[src/rtl/pg1_stack_pkg.sv]
package pg1_stack_pkg;

    localparam int CMD_W    = 7;
    localparam int CMD_PUSH = 0;
    localparam int CMD_PULL = 1;
    localparam int CMD_CALL = 2;
    localparam int CMD_RET  = 3;
    localparam int CMD_IRQ  = 4;
    localparam int CMD_LOAD = 5;
    localparam int CMD_INIT = 6;

    typedef enum logic [2:0] {
        ST_IDLE,
        ST_PUSH_ONE,
        ST_PULL_ONE,
        ST_PUSH_PCH,
        ST_PUSH_PCL,
        ST_PUSH_STS,
        ST_PULL_PCL,
        ST_PULL_PCH
    } stk_state_e;

    typedef enum logic [1:0] {
        SL_SINGLE = 2'd0,
        SL_PC_HI  = 2'd1,
        SL_PC_LO  = 2'd2,
        SL_STATUS = 2'd3
    } slot_e;

endpackage

[src/rtl/stk_seq_fsm.sv]
module stk_seq_fsm
    import pg1_stack_pkg::*;
(
    input  logic             clk,
    input  logic             rst_n,
    input  logic [CMD_W-1:0] cmd_i,
    output logic             busy_o,
    output logic             acc_valid_o,
    output logic             acc_we_o,
    output slot_e            slot_o,
    output logic             sp_dec_o,
    output logic             sp_inc_o,
    output logic             sp_ld_o,
    output logic             sp_init_o
);

    localparam logic [CMD_W-1:0] CMD_ONE = {{(CMD_W-1){1'b0}}, 1'b1};

    stk_state_e state_q, state_d;
    logic       irq_q, irq_d;
    logic       cmd_legal;

    // exactly one strobe bit set
    assign cmd_legal = (cmd_i != '0) && ((cmd_i & (cmd_i - CMD_ONE)) == '0);

    always_ff @(posedge clk) begin
        if (!rst_n) begin
            state_q <= ST_IDLE;
            irq_q   <= 1'b0;
        end else begin
            state_q <= state_d;
            irq_q   <= irq_d;
        end
    end

    always_comb begin
        state_d = state_q;
        irq_d   = irq_q;
        unique case (state_q)
            ST_IDLE: begin
                if (cmd_legal) begin
                    if (cmd_i[CMD_PUSH]) begin
                        state_d = ST_PUSH_ONE;
                    end else if (cmd_i[CMD_PULL]) begin
                        state_d = ST_PULL_ONE;
                    end else if (cmd_i[CMD_CALL]) begin
                        state_d = ST_PUSH_PCH;
                        irq_d   = 1'b0;
                    end else if (cmd_i[CMD_IRQ]) begin
                        state_d = ST_PUSH_PCH;
                        irq_d   = 1'b1;
                    end else if (cmd_i[CMD_RET]) begin
                        state_d = ST_PULL_PCL;
                    end
                end
            end
            ST_PUSH_ONE: state_d = ST_IDLE;
            ST_PULL_ONE: state_d = ST_IDLE;
            ST_PUSH_PCH: state_d = ST_PUSH_PCL;
            ST_PUSH_PCL: state_d = irq_q ? ST_PUSH_STS : ST_IDLE;
            ST_PUSH_STS: state_d = ST_IDLE;
            ST_PULL_PCL: state_d = ST_PULL_PCH;
            ST_PULL_PCH: state_d = ST_IDLE;
            default:     state_d = ST_IDLE;
        endcase
    end

    always_comb begin
        busy_o      = 1'b1;
        acc_valid_o = 1'b0;
        acc_we_o    = 1'b0;
        slot_o      = SL_SINGLE;
        sp_dec_o    = 1'b0;
        sp_inc_o    = 1'b0;
        sp_ld_o     = 1'b0;
        sp_init_o   = 1'b0;
        unique case (state_q)
            ST_IDLE: begin
                busy_o    = 1'b0;
                sp_ld_o   = cmd_legal & cmd_i[CMD_LOAD];
                sp_init_o = cmd_legal & cmd_i[CMD_INIT];
            end
            ST_PUSH_ONE: begin
                acc_valid_o = 1'b1;
                acc_we_o    = 1'b1;
                sp_dec_o    = 1'b1;
            end
            ST_PULL_ONE: begin
                acc_valid_o = 1'b1;
                sp_inc_o    = 1'b1;
            end
            ST_PUSH_PCH: begin
                acc_valid_o = 1'b1;
                acc_we_o    = 1'b1;
                sp_dec_o    = 1'b1;
                slot_o      = SL_PC_HI;
            end
            ST_PUSH_PCL: begin
                acc_valid_o = 1'b1;
                acc_we_o    = 1'b1;
                sp_dec_o    = 1'b1;
                slot_o      = SL_PC_LO;
            end
            ST_PUSH_STS: begin
                acc_valid_o = 1'b1;
                acc_we_o    = 1'b1;
                sp_dec_o    = 1'b1;
                slot_o      = SL_STATUS;
            end
            ST_PULL_PCL: begin
                acc_valid_o = 1'b1;
                sp_inc_o    = 1'b1;
                slot_o      = SL_PC_LO;
            end
            ST_PULL_PCH: begin
                acc_valid_o = 1'b1;
                sp_inc_o    = 1'b1;
                slot_o      = SL_PC_HI;
            end
            default: busy_o = 1'b1;
        endcase
    end


    call_order_chk: assert property (@(posedge clk) disable iff (!rst_n)
        state_q == ST_PUSH_PCH |=> state_q == ST_PUSH_PCL);


    ret_order_chk: assert property (@(posedge clk) disable iff (!rst_n)
        state_q == ST_PULL_PCL |=> state_q == ST_PULL_PCH);


    irq_tail_chk: assert property (@(posedge clk) disable iff (!rst_n)
        (state_q == ST_PUSH_PCL && irq_q) |=> state_q == ST_PUSH_STS);


    busy_ignore_chk: assert property (@(posedge clk) disable iff (!rst_n)
        busy_o |-> !(sp_ld_o || sp_init_o));


    multi_ignore_chk: assert property (@(posedge clk) disable iff (!rst_n)
        (state_q == ST_IDLE && $countones(cmd_i) > 1) |=> state_q == ST_IDLE);

endmodule

[src/rtl/stk_ptr_reg.sv]
module stk_ptr_reg #(
    parameter int           W         = 8,
    parameter logic [W-1:0] RESET_VAL = 8'hFD
) (
    input  logic         clk,
    input  logic         rst_n,
    input  logic         dec_i,
    input  logic         inc_i,
    input  logic         ld_i,
    input  logic         init_i,
    input  logic [W-1:0] ld_val_i,
    output logic [W-1:0] sp_o,
    output logic [W-1:0] sp_next_up_o
);

    localparam logic [W-1:0] STEP = {{(W-1){1'b0}}, 1'b1};

    logic [W-1:0] sp_q;

    always_ff @(posedge clk) begin
        if (!rst_n) begin
            sp_q <= RESET_VAL;
        end else if (ld_i) begin
            sp_q <= ld_val_i;
        end else if (init_i) begin
            sp_q <= RESET_VAL;
        end else if (inc_i) begin
            sp_q <= sp_q + STEP;
        end else if (dec_i) begin
            sp_q <= sp_q - STEP;
        end
    end

    assign sp_o         = sp_q;
    assign sp_next_up_o = sp_q + STEP;


    dec_step_chk: assert property (@(posedge clk) disable iff (!rst_n)
        dec_i |=> sp_q == $past(sp_q) - STEP);


    inc_step_chk: assert property (@(posedge clk) disable iff (!rst_n)
        inc_i |=> sp_q == $past(sp_q) + STEP);


    load_take_chk: assert property (@(posedge clk) disable iff (!rst_n)
        ld_i |=> sp_q == $past(ld_val_i));


    init_value_chk: assert property (@(posedge clk) disable iff (!rst_n)
        init_i |=> sp_q == RESET_VAL);


    one_move_chk: assert property (@(posedge clk) disable iff (!rst_n)
        $countones({dec_i, inc_i, ld_i, init_i}) <= 1);

endmodule

[src/rtl/stk_addr_gen.sv]
module stk_addr_gen #(
    parameter int           W       = 8,
    parameter logic [W-1:0] PAGE_ID = 8'h01
) (
    input  logic           we_i,
    input  logic [W-1:0]   sp_i,
    input  logic [W-1:0]   sp_up_i,
    output logic [2*W-1:0] addr_o
);

    logic [W-1:0] low_byte;

    // a write uses the pointer as it stands, a read the pre-incremented one
    assign low_byte = we_i ? sp_i : sp_up_i;
    assign addr_o   = {PAGE_ID, low_byte};

endmodule

[src/rtl/pg1_stack_unit.sv]
module pg1_stack_unit
    import pg1_stack_pkg::*;
#(
    parameter int              SP_W     = 8,
    parameter logic [SP_W-1:0] PAGE_ID  = 8'h01,
    parameter logic [SP_W-1:0] RESET_SP = 8'hFD
) (
    input  logic              clk,
    input  logic              rst_n,
    input  logic [CMD_W-1:0]  cmd_i,
    input  logic [SP_W-1:0]   load_val_i,
    output logic              busy_o,
    output logic              mem_valid_o,
    output logic              mem_we_o,
    output logic [2*SP_W-1:0] mem_addr_o,
    output logic [1:0]        slot_o,
    output logic [SP_W-1:0]   sp_o
);

    localparam int              AW   = 2 * SP_W;
    localparam logic [SP_W-1:0] STEP = {{(SP_W-1){1'b0}}, 1'b1};

    slot_e            slot_w;
    logic             dec_w, inc_w, ld_w, init_w;
    logic [SP_W-1:0]  sp_w, sp_up_w;

    stk_seq_fsm u_fsm (
        .clk         (clk),
        .rst_n       (rst_n),
        .cmd_i       (cmd_i),
        .busy_o      (busy_o),
        .acc_valid_o (mem_valid_o),
        .acc_we_o    (mem_we_o),
        .slot_o      (slot_w),
        .sp_dec_o    (dec_w),
        .sp_inc_o    (inc_w),
        .sp_ld_o     (ld_w),
        .sp_init_o   (init_w)
    );

    stk_ptr_reg #(
        .W         (SP_W),
        .RESET_VAL (RESET_SP)
    ) u_ptr (
        .clk          (clk),
        .rst_n        (rst_n),
        .dec_i        (dec_w),
        .inc_i        (inc_w),
        .ld_i         (ld_w),
        .init_i       (init_w),
        .ld_val_i     (load_val_i),
        .sp_o         (sp_w),
        .sp_next_up_o (sp_up_w)
    );

    stk_addr_gen #(
        .W       (SP_W),
        .PAGE_ID (PAGE_ID)
    ) u_addr (
        .we_i    (mem_we_o),
        .sp_i    (sp_w),
        .sp_up_i (sp_up_w),
        .addr_o  (mem_addr_o)
    );

    assign slot_o = slot_w;
    assign sp_o   = sp_w;


    push_addr_chk: assert property (@(posedge clk) disable iff (!rst_n)
        (mem_valid_o && mem_we_o) |=> sp_o == $past(mem_addr_o[SP_W-1:0]) - STEP);


    pull_addr_chk: assert property (@(posedge clk) disable iff (!rst_n)
        (mem_valid_o && !mem_we_o) |=> sp_o == $past(mem_addr_o[SP_W-1:0]));


    page_fix_chk: assert property (@(posedge clk) disable iff (!rst_n)
        mem_valid_o |-> mem_addr_o[AW-1:SP_W] == PAGE_ID);

endmodule

[config.mk]
export PLATFORM = sky130hd
export DESIGN_NAME = pg1_stack_unit
export DESIGN_NICKNAME = d
export VERILOG_FILES = /design/src/rtl/pg1_stack_pkg.sv /design/src/rtl/stk_seq_fsm.sv /design/src/rtl/stk_ptr_reg.sv /design/src/rtl/stk_addr_gen.sv /design/src/rtl/pg1_stack_unit.sv
export SDC_FILE = /design/constraint.sdc
export NUM_CORES = 1
export LEC_CHECK = 0
export ABC_AREA = 1
export BUFFER_PORTS_ARGS = -buffer_cell sky130_fd_sc_hd__clkbuf_2
export CAP_MARGIN = 20
export CELL_PAD_IN_SITES_DETAIL_PLACEMENT = 2
export CELL_PAD_IN_SITES_GLOBAL_PLACEMENT = 2
export CORE_MARGIN = 1
export CORE_UTILIZATION = 25
export CTS_CLUSTER_DIAMETER = 40
export DETAILED_ROUTE_END_ITERATION = 8
export PLACE_DENSITY_LB_ADDON = 0.2
export SLEW_MARGIN = 20
export SYNTH_ARGS = -nofsm -noshare
export SYNTH_HDL_FRONTEND = slang
export SYNTH_HIERARCHICAL = 1
export SYNTH_SLANG_ARGS = --single-unit
[constraint.sdc]
create_clock -name clk -period 2.4 [get_ports clk]
set_input_delay 0.24 -clock clk [delete_from_list [all_inputs] [get_ports clk]]
set_output_delay 0.24 -clock clk [all_outputs]
set_load 0.02 [all_outputs]
# ---- Word-level counts from Yosys, hierarchy flattened
# Index checks and enable logic that the tools add are counted.
dict set report word_totals {
  elab_cells 56
  output_inout_bits 29
  ff_bits 12
  inputBits 17
}
dict set report classes {
  n_mux 22
  n_bitwise 5
  n_eq_ne 9
  addsub 3
  n_reduce_logical 14
}
# op count
set op_table {}
lappend op_table {{two-way mux 8 bit} 5}
lappend op_table {{two-way mux 3 bit} 7}
lappend op_table {{one-hot mux 3 bit (5 select lines)} 1}
lappend op_table {{equality test 3 bit, second input constant} 4}
lappend op_table {{adder 8 x 1 -> 8 bit, second input constant} 1}
lappend op_table {{two-way mux 1 bit} 8}
lappend op_table {{OR reduction 4 bit} 2}
lappend op_table {{subtractor 8 x 1 -> 8 bit, second input constant} 1}
lappend op_table {{AND 7 bit} 1}
lappend op_table {{logical NOT 7 bit} 1}
lappend op_table {{nonzero test 7 bit} 1}
lappend op_table {{OR reduction 7 bit} 1}
lappend op_table {{subtractor 7 x 1 -> 7 bit, second input constant} 1}
lappend op_table {{equality test 3 x 2 -> 1 bit, second input constant} 2}
lappend op_table {{inequality test 6 bit, second input constant} 1}
lappend op_table {{one-hot mux 2 bit (3 select lines)} 1}
lappend op_table {{AND reduction 5 bit} 1}
lappend op_table {{nonzero test 4 bit} 1}
lappend op_table {{OR reduction 2 bit} 2}
lappend op_table {{equality test 3 x 1 -> 1 bit, second input constant} 1}
lappend op_table {{logical NOT 3 bit} 1}
lappend op_table {{OR reduction 3 bit} 1}
lappend op_table {{AND 1 bit} 2}
lappend op_table {{inequality test 2 x 1 -> 1 bit, second input constant} 1}
lappend op_table {{4 further kinds} 5}

# ---- Longest topological paths before layout
# Gate-level depths: netlist of run 1.
dict set report depth {
  ltp_word 8
  depth_mapped 13
  ltp_nobuf 13
}

# ---- Cells and area by module
# The synthesis of run 1 kept the hierarchy.
# mod area_each_um2 seq_area_each_um2 instances cells_each
set by_module_without_submodules {}
lappend by_module_without_submodules {stk_ptr_reg 784.5 160.2 1 136}
lappend by_module_without_submodules {stk_seq_fsm 441.7 80.1 1 75}
lappend by_module_without_submodules {stk_addr_gen 172.7 0.0 1 36}

# ---- Least setup slack after synthesis of run 1
# OpenSTA, ideal clock, no wires.
dict set report synth_timing {
  kind {reg-to-reg}
  startpoint {reg u_fsm.state_q[2]}
  endpoint {reg u_ptr.sp_q[1], in the netlist u_ptr/sp_o[1]}
  period_less_slack_ns 1.907
  path_stages_with_launch 9
  setup_time_ns 0.120
  t_arrival_ns 1.788
  required_ns 2.280
  setup_slack_ns 0.493
  path_buffers 1
  path_cell_list {dfxtp_1 -> inv_1 -> o21ai_0 -> buf_4 -> nor2_1 -> nand2_2 -> clkinv_2 -> a21oi_1 -> a21oi_1}
}
# element line_no
set synth_lines {}
lappend synth_lines {{start, declared} stk_seq_fsm.sv:19} ;# stk_state_e state_q, state_d;
lappend synth_lines {{start signal, assigned} stk_seq_fsm.sv:31} ;# state_q <= state_d;
lappend synth_lines {{equality test 3 x 1 -> 1 bit, or another cell as far along} -}
lappend synth_lines {{OR reduction 4 bit (no line) (*)} -}
lappend synth_lines {{two-way mux 1 bit (*)} -}
lappend synth_lines {{net mem_we_o} pg1_stack_unit.sv:14} ;# output logic mem_we_o,
lappend synth_lines {{nonzero test 4 bit (no line) (*)} -}
lappend synth_lines {{end signal, assigned} stk_ptr_reg.sv:24} ;# sp_q <= ld_val_i;
lappend synth_lines {{end signal, assigned} stk_ptr_reg.sv:28} ;# sp_q <= sp_q + STEP;
lappend synth_lines {{end signal, assigned} stk_ptr_reg.sv:30} ;# sp_q <= sp_q - STEP;
lappend synth_lines {{end, declared} stk_ptr_reg.sv:18} ;# logic [W-1:0] sp_q;
# Mark *: on every way through the listed nets, which the timed path passes. The rest lies on a longest branch.
# A chain may end at the register's enable or synchronous reset.

# ---- Worst setup path in the final report of run 1
dict set report layout_timing {
  startpoint {reg u_fsm.state_q[1]}
  endpoint {reg u_ptr.sp_q[1], in the netlist u_ptr/sp_o[1]}
}
# element line_no
set layout_lines {}
lappend layout_lines {{logical NOT 3 bit (*)} stk_seq_fsm.sv:77} ;# unique case (state_q)
lappend layout_lines {{two-way mux 1 bit (*)} stk_seq_fsm.sv:77}
lappend layout_lines {{net init_w} pg1_stack_unit.sv:24} ;# logic dec_w, inc_w, ld_w, init_w;
lappend layout_lines {{two-way mux 8 bit} stk_ptr_reg.sv:25} ;# end else if (init_i) begin
lappend layout_lines {{two-way mux 8 bit} stk_ptr_reg.sv:23} ;# end else if (ld_i) begin
# Marked as above.

==> results of run 1 <==
[cell families after synthesis]
group | share of synthesized area
AO/OA/AOI/OAI | 0.0930
other | 0.00537
flip-flops | 0.172
XOR/XNOR | 0.00626
AND/OR/NAND/NOR | 0.533
buffers and inverters | 0.173
adder cells (fa/ha/maj) | 0.0179
[power groups by stage]
stage                     clock network, W  logic, W  registers, W
after CTS                         0.000194  0.000329      0.000244
final                             0.000186  0.000325      0.000243
after global routing              0.000203  0.000364      0.000247
after detailed placement                 0  0.000327      0.000248
after floorplan                          0  0.000225      0.000250
after global placement                   0  0.000320      0.000247
[worst min-delay path: stages]
cell	delay, ns
clkbuf_2	0.10
o211ai_1	0.08
nand3_1	0.06
[area by class of cell]
cell class / instances / area [µm²] / share of cell area
timing repair buffer: 40 / 208 / 0.125
tap: 70 / 87.6 / 0.0528
sequential: 12 / 240 / 0.145
clock buffer: 3 / 41.3 / 0.0249
inverter: 38 / 144 / 0.0867
multi-input combinational: 191 / 940 / 0.566
[cells in the final DEF, fill, tap and decap left out, types with 4 or more instances in the layout]
master	synthesis	layout
nand4_1	4	4
dfxtp_1	12	12
nor2_2	6	6
inv_1	33	33
nand2_1	73	73
nor2_1	28	28
a21oi_1	6	6
inv_2	4	4
nor3_1	4	4
nand2_2	5	5
nand3_2	5	5
nand3_1	24	24
conb_1	2	8
clkbuf_2	0	37
o21ai_0	8	8
[worst max-delay path by stage]
stage	startpoint	cells after the start	endpoint	slack (ns)
3_5_place_dp	cmd_i[2]	13	u_ptr/sp_o[1]$_SDFFE_PN0P_	0.23
3_3_place_gp	cmd_i[2]	13	u_ptr/sp_o[1]$_SDFFE_PN0P_	0.40
5_1_grt	u_fsm/state_q[0]$_SDFFE_PN0P_	8	u_ptr/sp_o[1]$_SDFFE_PN0P_	0.08
2_1_floorplan	u_fsm/state_q[2]$_SDFFE_PN0P_	8	u_ptr/sp_o[1]$_SDFFE_PN0P_	0.49
4_1_cts	u_fsm/state_q[1]$_SDFFE_PN0P_	8	u_ptr/sp_o[1]$_SDFFE_PN0P_	0.30
6_report	u_fsm/state_q[1]$_SDFFE_PN0P_	8	u_ptr/sp_o[1]$_SDFFE_PN0P_	0.29
[state kept, by name (all words and copies together) (netlist names)]
name and flops:
u_fsm/irq_q 1, u_ptr/sp_o 8, u_fsm/state_q 3
[routing by layer]
metal,up-vias,wire length (µm),global-route usage
met1,798,2440,0.235
met5,-,0,0
met4,0,21,0.0288
li1,832,-,-
met3,2,157,0.0262
met2,29,2370,0.321
[per-stage QoR]
stage               utilization  power [W]  hold WS, ns
CTS                       0.317   0.000767        0.271
finish                    0.317   0.000754        0.273
floorplan                     -   0.000475        0.319
global placement          0.309   0.000567        0.521
global route              0.317   0.000814        0.286
detailed placement        0.309   0.000576        0.521
==> metrics.md, run 1 <==
| Metric | Value |
|---|---|
| Warnings from Yosys | `6` |
| Slowest cell on crit path | `nor3_1` |
| Hold Path Class | `in2reg` |
| Post-synth cell types | `32` |
| Most common cell in the netlist | `nand2_1` |
| FP Rows | `26` |
| Commonest cells post-synth | `nand2_1, inv_1, nor2_1` |
| Reg2reg setup slack | `approximately 0.3 ns` |
| WHS Endpoint | `u_ptr/sp_o[2]$_SDFFE_PN1P_` |
| Leakage power | `just over 0.9 nW` |
| Placed cell area | `between 1500 and 2000 µm²` |
| Critical R2R Launch | `u_fsm/state_q[1]$_SDFFE_PN0P_` |
| Die Height | `~77 µm` |
| # fillers | `a little under 700` |
| Via density | `between 4 and 5` |
| Sw Share | `0.431` |
| Sw power | `approximately 0.00032 W` |
| Synth Instances | `between 200 and 250` |
| Top cells by area, synth | `nand2_1, dfxtp_1, inv_1` |
| Final setup vio count | `0` |
| Sequential share of the synthesized area | `0.172` |
| Max IR drop VDD | `roughly 0.00027 V` |
| R2R cell count | `8` |
| Final wirelength | `4.98 mm` |
| Hold path cells | `3` |
| Detail Route Antenna Nets | `0` |
| Antenna diode count | `0` |
| Cell Pwr Density | `~450 nW/µm²` |
| Layout cell share with drive strength beyond 1 | `0.246` |
| Share of total power in the clock network | `0.247` |
| Pre-antenna DRT Iters | `4` |
| Core area | `between 5000 and 6000 µm²` |
| Vias in the first global route | `1782` |
| Status | `finished clean` |
| Initial Util | `0.267` |
| Top FF cell, synth | `dfxtp_1` |
| Root Buffer | `clkbuf_8` |
| CTS tree | `yes` |
| Residual DRC | `0` |
| Crit-path leading delay family | `simple AND/OR/NAND/NOR gates` |
| Synth Register Bits | `12` |
| Reg2Reg Capture Point | `u_ptr/sp_o[1]$_SDFFE_PN0P_` |
| Syn-to-layout area delta | `18.7%` |
| Mapped cell area | `about 1400 µm²` |
| CTS buffer count | `3` |
| Sequential share of power | `0.322` |
| Avg Cell Area, Syn | `between 5 and 6 µm²` |
| Worst min-delay path startpoint | `load_val_i[2]` |
| RSZ-0062 raised after global routing | `no` |
| Worst Path Buf+Inv | `2` |
| RD Place Congestion | `between 0.8 and 0.9` |
| Crit path kind | `reg2reg` |
| Crit. End Element | `flip-flop` |
| Setup Total Neg Slack | `0 ns` |
| IO Count | `46` |
| Post-route cell area | `1660 µm²` |
| Setup WS pre-CTS | `approximately 0.23 ns` |
| Slew Limit Fails | `0` |
| EDFF count, synth | `0` |
| Post-synth top area cell | `nand2_1` |
| Fin cells | `354` |
| Worst-path cell chain | `nor3_4 -> inv_1 -> nor3_1 -> nor2_4 -> nand2_2 -> clkinv_2 -> a21oi_1 -> a21oi_1` |
| First-pass GRT wire length | `about 8.6 mm` |
| Number of port buffers | `37` |
| Final period utilization | `0.878` |
| Number of max-cap violations | `0` |
| Async S/R FF share, synth | `0` |
| Nets | `just over 300` |
| Least-Margin Pin Slew | `roughly 0.56 ns` |
| Setup slack after layout | `slightly below 0.3 ns` |
| Die width | `between 70 and 80 µm` |
| Internal power | `between 0.0004 and 0.0005 W` |
| Die Area | `between 5000 and 6000 µm²` |
| CTS Hold Bufs | `0` |
| Skew final | `approximately 0.0032 ns` |
| Final hold vios | `0` |
| Combinational power share | `0.431` |
| Detail Placement HPWL | `4.13 mm` |
| Tmin final | `~2.1 ns` |
| CP peak stage delay | `roughly 0.42 ns` |
| H-tree depth | `1` |
| Remaining Overflow, GRT | `0` |
| Total track usage | `0.182` |
| Initial DRC count | `47` |
| Required @ worst endpoint | `roughly 2.5 ns` |
| Number of antenna violations at the first check in global routing | `0` |
| Startpoint Class | `flip-flop` |
| Largest net degree at the start of global routing | `11` |
| Crit path DAT | `between 2 and 2.5 ns` |
| Wirelength per Cell | `between 10 and 15 µm` |
| Max frequency | `about 470 MHz` |
| Sink Count | `12` |
| Maximum buffer depth of the clock tree | `2` |
| Rel. slew slack | `0.628` |
| Top-area cell type share of the netlist area | `0.196` |
| Placed Cells | `between 300 and 400` |
| Critical path peak fanout | `9` |
| Worst skew pair latency | `around 0.24 ns` |
| Vias | `approximately 1700` |
| CP dominant cell by count | `a21oi_1` |
| Postcts setup bufs | `0` |
| Post-cts resize count | `0` |
| Worst-path clk slew | `0.05 ns` |
Power figures use the tool's default switching activity.
==> inputs of run 2 (changes only) <==
--- a/config.mk
+++ b/config.mk
@@ -11,7 +11,7 @@
 export CELL_PAD_IN_SITES_DETAIL_PLACEMENT = 2
 export CELL_PAD_IN_SITES_GLOBAL_PLACEMENT = 2
 export CORE_MARGIN = 1
-export CORE_UTILIZATION = 25
+export CORE_UTILIZATION = 26
 export CTS_CLUSTER_DIAMETER = 40
 export DETAILED_ROUTE_END_ITERATION = 8
 export PLACE_DENSITY_LB_ADDON = 0.2
==> constraint.sdc (replaced) <==
create_clock -name clk -period 2.6 [get_ports clk]
set_input_delay 0.26 -clock clk [delete_from_list [all_inputs] [get_ports clk]]
set_output_delay 0.26 -clock clk [all_outputs]
set_load 0.02 [all_outputs]
==> run 2 against run 1 <==
  * Sequential cell count unchanged
  * Non-clock buffer count is the same
  * Critical path depth did not move
  * Largest cell class unchanged
  * Power down 3.1%
  * Fmax rose by 2.9%
  * Global-route usage grew 0.81 points
==> metrics.md, run 2 (same netlist as run 1, synthesis figures left out) <==
| Metric | Value |
|---|---|
| Status | `finished clean` |
| Max frequency | `489 MHz` |
| Die Area | `roughly 5700 µm²` |
| Syn-to-layout area delta | `19.7%` |
| Detail Route Antenna Nets | `0` |
| Critical path peak fanout | `9` |
| Antenna diode count | `0` |
| Slew Limit Fails | `0` |
| Number of antenna violations at the first check in global routing | `0` |
| RSZ-0062 raised after global routing | `no` |
| Tmin final | `2.05 ns` |
| Core area | `5140 µm²` |
| Setup Total Neg Slack | `0 ns` |
| Pre-antenna DRT Iters | `4` |
| Post-route cell area | `approximately 1700 µm²` |
| Largest net degree at the start of global routing | `11` |
| H-tree depth | `1` |
| IO Count | `46` |
| Max IR drop VDD | `about 0.00020 V` |
| Max FFs per register | `8` |
| Required @ worst endpoint | `2.73 ns` |
| Worst-path cell chain | `nor3_4 -> inv_1 -> nor3_1 -> nor2_4 -> nand2_2 -> clkinv_2 -> a21oi_1 -> a21oi_1` |
| Via density | `4.63` |
| Startpoint Class | `flip-flop` |
| Total track usage | `0.190` |
| Final wirelength | `around 5 mm` |
| Cell Pwr Density | `about 440 nW/µm²` |
| Hold Path Class | `in2reg` |
| Crit path DAT | `2.17 ns` |
| Remaining Overflow, GRT | `0` |
| FP Rows | `26` |
| Number of port buffers | `37` |
| Crit-path leading delay family | `simple AND/OR/NAND/NOR gates` |
| RD Place Congestion | `about 0.80` |
| Vias in the first global route | `roughly 1600` |
| Slowest cell on crit path | `nor3_1` |
| Final setup vio count | `0` |
| Maximum buffer depth of the clock tree | `2` |
| Placed cell area | `between 1500 and 2000 µm²` |
| Final hold vios | `0` |
| Die width | `between 70 and 80 µm` |
| CP dominant cell by count | `a21oi_1` |
| Post-cts resize count | `0` |
| CTS buffer count | `3` |
| Most frequent cells in the layout | `nand2_1, clkbuf_2, inv_1` |
| CP peak stage delay | `0.39 ns` |
| Nets | `about 300` |
| Die Height | `about 75 µm` |
| Residual DRC | `0` |
| Postcts setup bufs | `0` |
| Worst-path clk slew | `0.06 ns` |
| Final period utilization | `0.787` |
| Number of max-cap violations | `0` |
| Crit. End Element | `flip-flop` |
| Leakage power | `just over 0.9 nW` |
| CTS tree | `yes` |
| Worst skew pair latency | `around 0.24 ns` |
| Wirelength per Cell | `between 10 and 15 µm` |
| Layout cell share with drive strength beyond 1 | `0.249` |
| Sink Count | `12` |
| Most common cell after layout, fill and taps aside | `nand2_1` |
| Power Total | `~0.00073 W` |
| Initial Util | `0.272` |
| Worst Path Buf+Inv | `2` |
| Detail Placement HPWL | `4.05 mm` |
| First-pass GRT wire length | `~8.0 mm` |
| Root Buffer | `clkbuf_8` |
| CTS Hold Bufs | `0` |
| Vias | `about 1600` |
| Skew final | `roughly 0.00063 ns` |
| Initial DRC count | `33` |
| Crit path kind | `reg2reg` |
| # fillers | `roughly 700` |
-- run 2: layer usage --
metal	part of all wire	vias up	track usage
li1	-	838	-
met1	0.50	776	0.265
met2	0.47	27	0.318
met3	0.025	4	0.0238
met4	0.0058	0	0.0309
met5	0	-	0
-- run 2: through the flow --
stage	hold WS, ns	cells	utilization	setup slack [ns]
after floorplan	0.339	253	-	0.693
after global placement	0.525	351	0.315	0.567
after detailed placement	0.546	351	0.315	0.469
after CTS	0.320	355	0.326	0.525
after global routing	0.307	355	0.326	0.336
final	0.323	355	0.326	0.554
-- run 2: final timing paths --
path | startpoint | slack [ns] | endpoint | cells past startpoint
worst min register to register | u_fsm/irq_q$_SDFFE_PN0P_ | 0.55 | u_fsm/irq_q$_SDFFE_PN0P_ | 4
worst max register to register | u_fsm/state_q[1]$_SDFFE_PN0P_ | 0.55 | u_ptr/sp_o[1]$_SDFFE_PN0P_ | 8
worst min-delay path | load_val_i[2] | 0.32 | u_ptr/sp_o[2]$_SDFFE_PN1P_ | 3
worst max-delay path | u_fsm/state_q[1]$_SDFFE_PN0P_ | 0.55 | u_ptr/sp_o[1]$_SDFFE_PN0P_ | 8
-- run 2: power breakdown --
part	total, W	internal, W	switching [W]
combinational	0.000298	0.0000976	0.000201
sequential	0.000224	0.000196	0.0000281
clock	0.000208	0.000134	0.0000739
total	0.000730	0.000428	0.000303
-- run 2: area by class of cell --
| type | instances | area, µm² | share of cell area |
|---|---|---|---|
| clock buffer | 4 | 55.1 | 0.0329 |
| tap | 70 | 87.6 | 0.0523 |
| inverter | 38 | 144 | 0.0859 |
| sequential | 12 | 240 | 0.143 |
| timing repair buffer | 40 | 208 | 0.124 |
| multi-input combinational | 191 | 940 | 0.561 |
-- run 2: worst min-delay path, delay by kind of cell --
kind	cells	cell delay [ns]
compound gates	1	0.10
buf+inv	1	0.10
simple gates	1	0.08
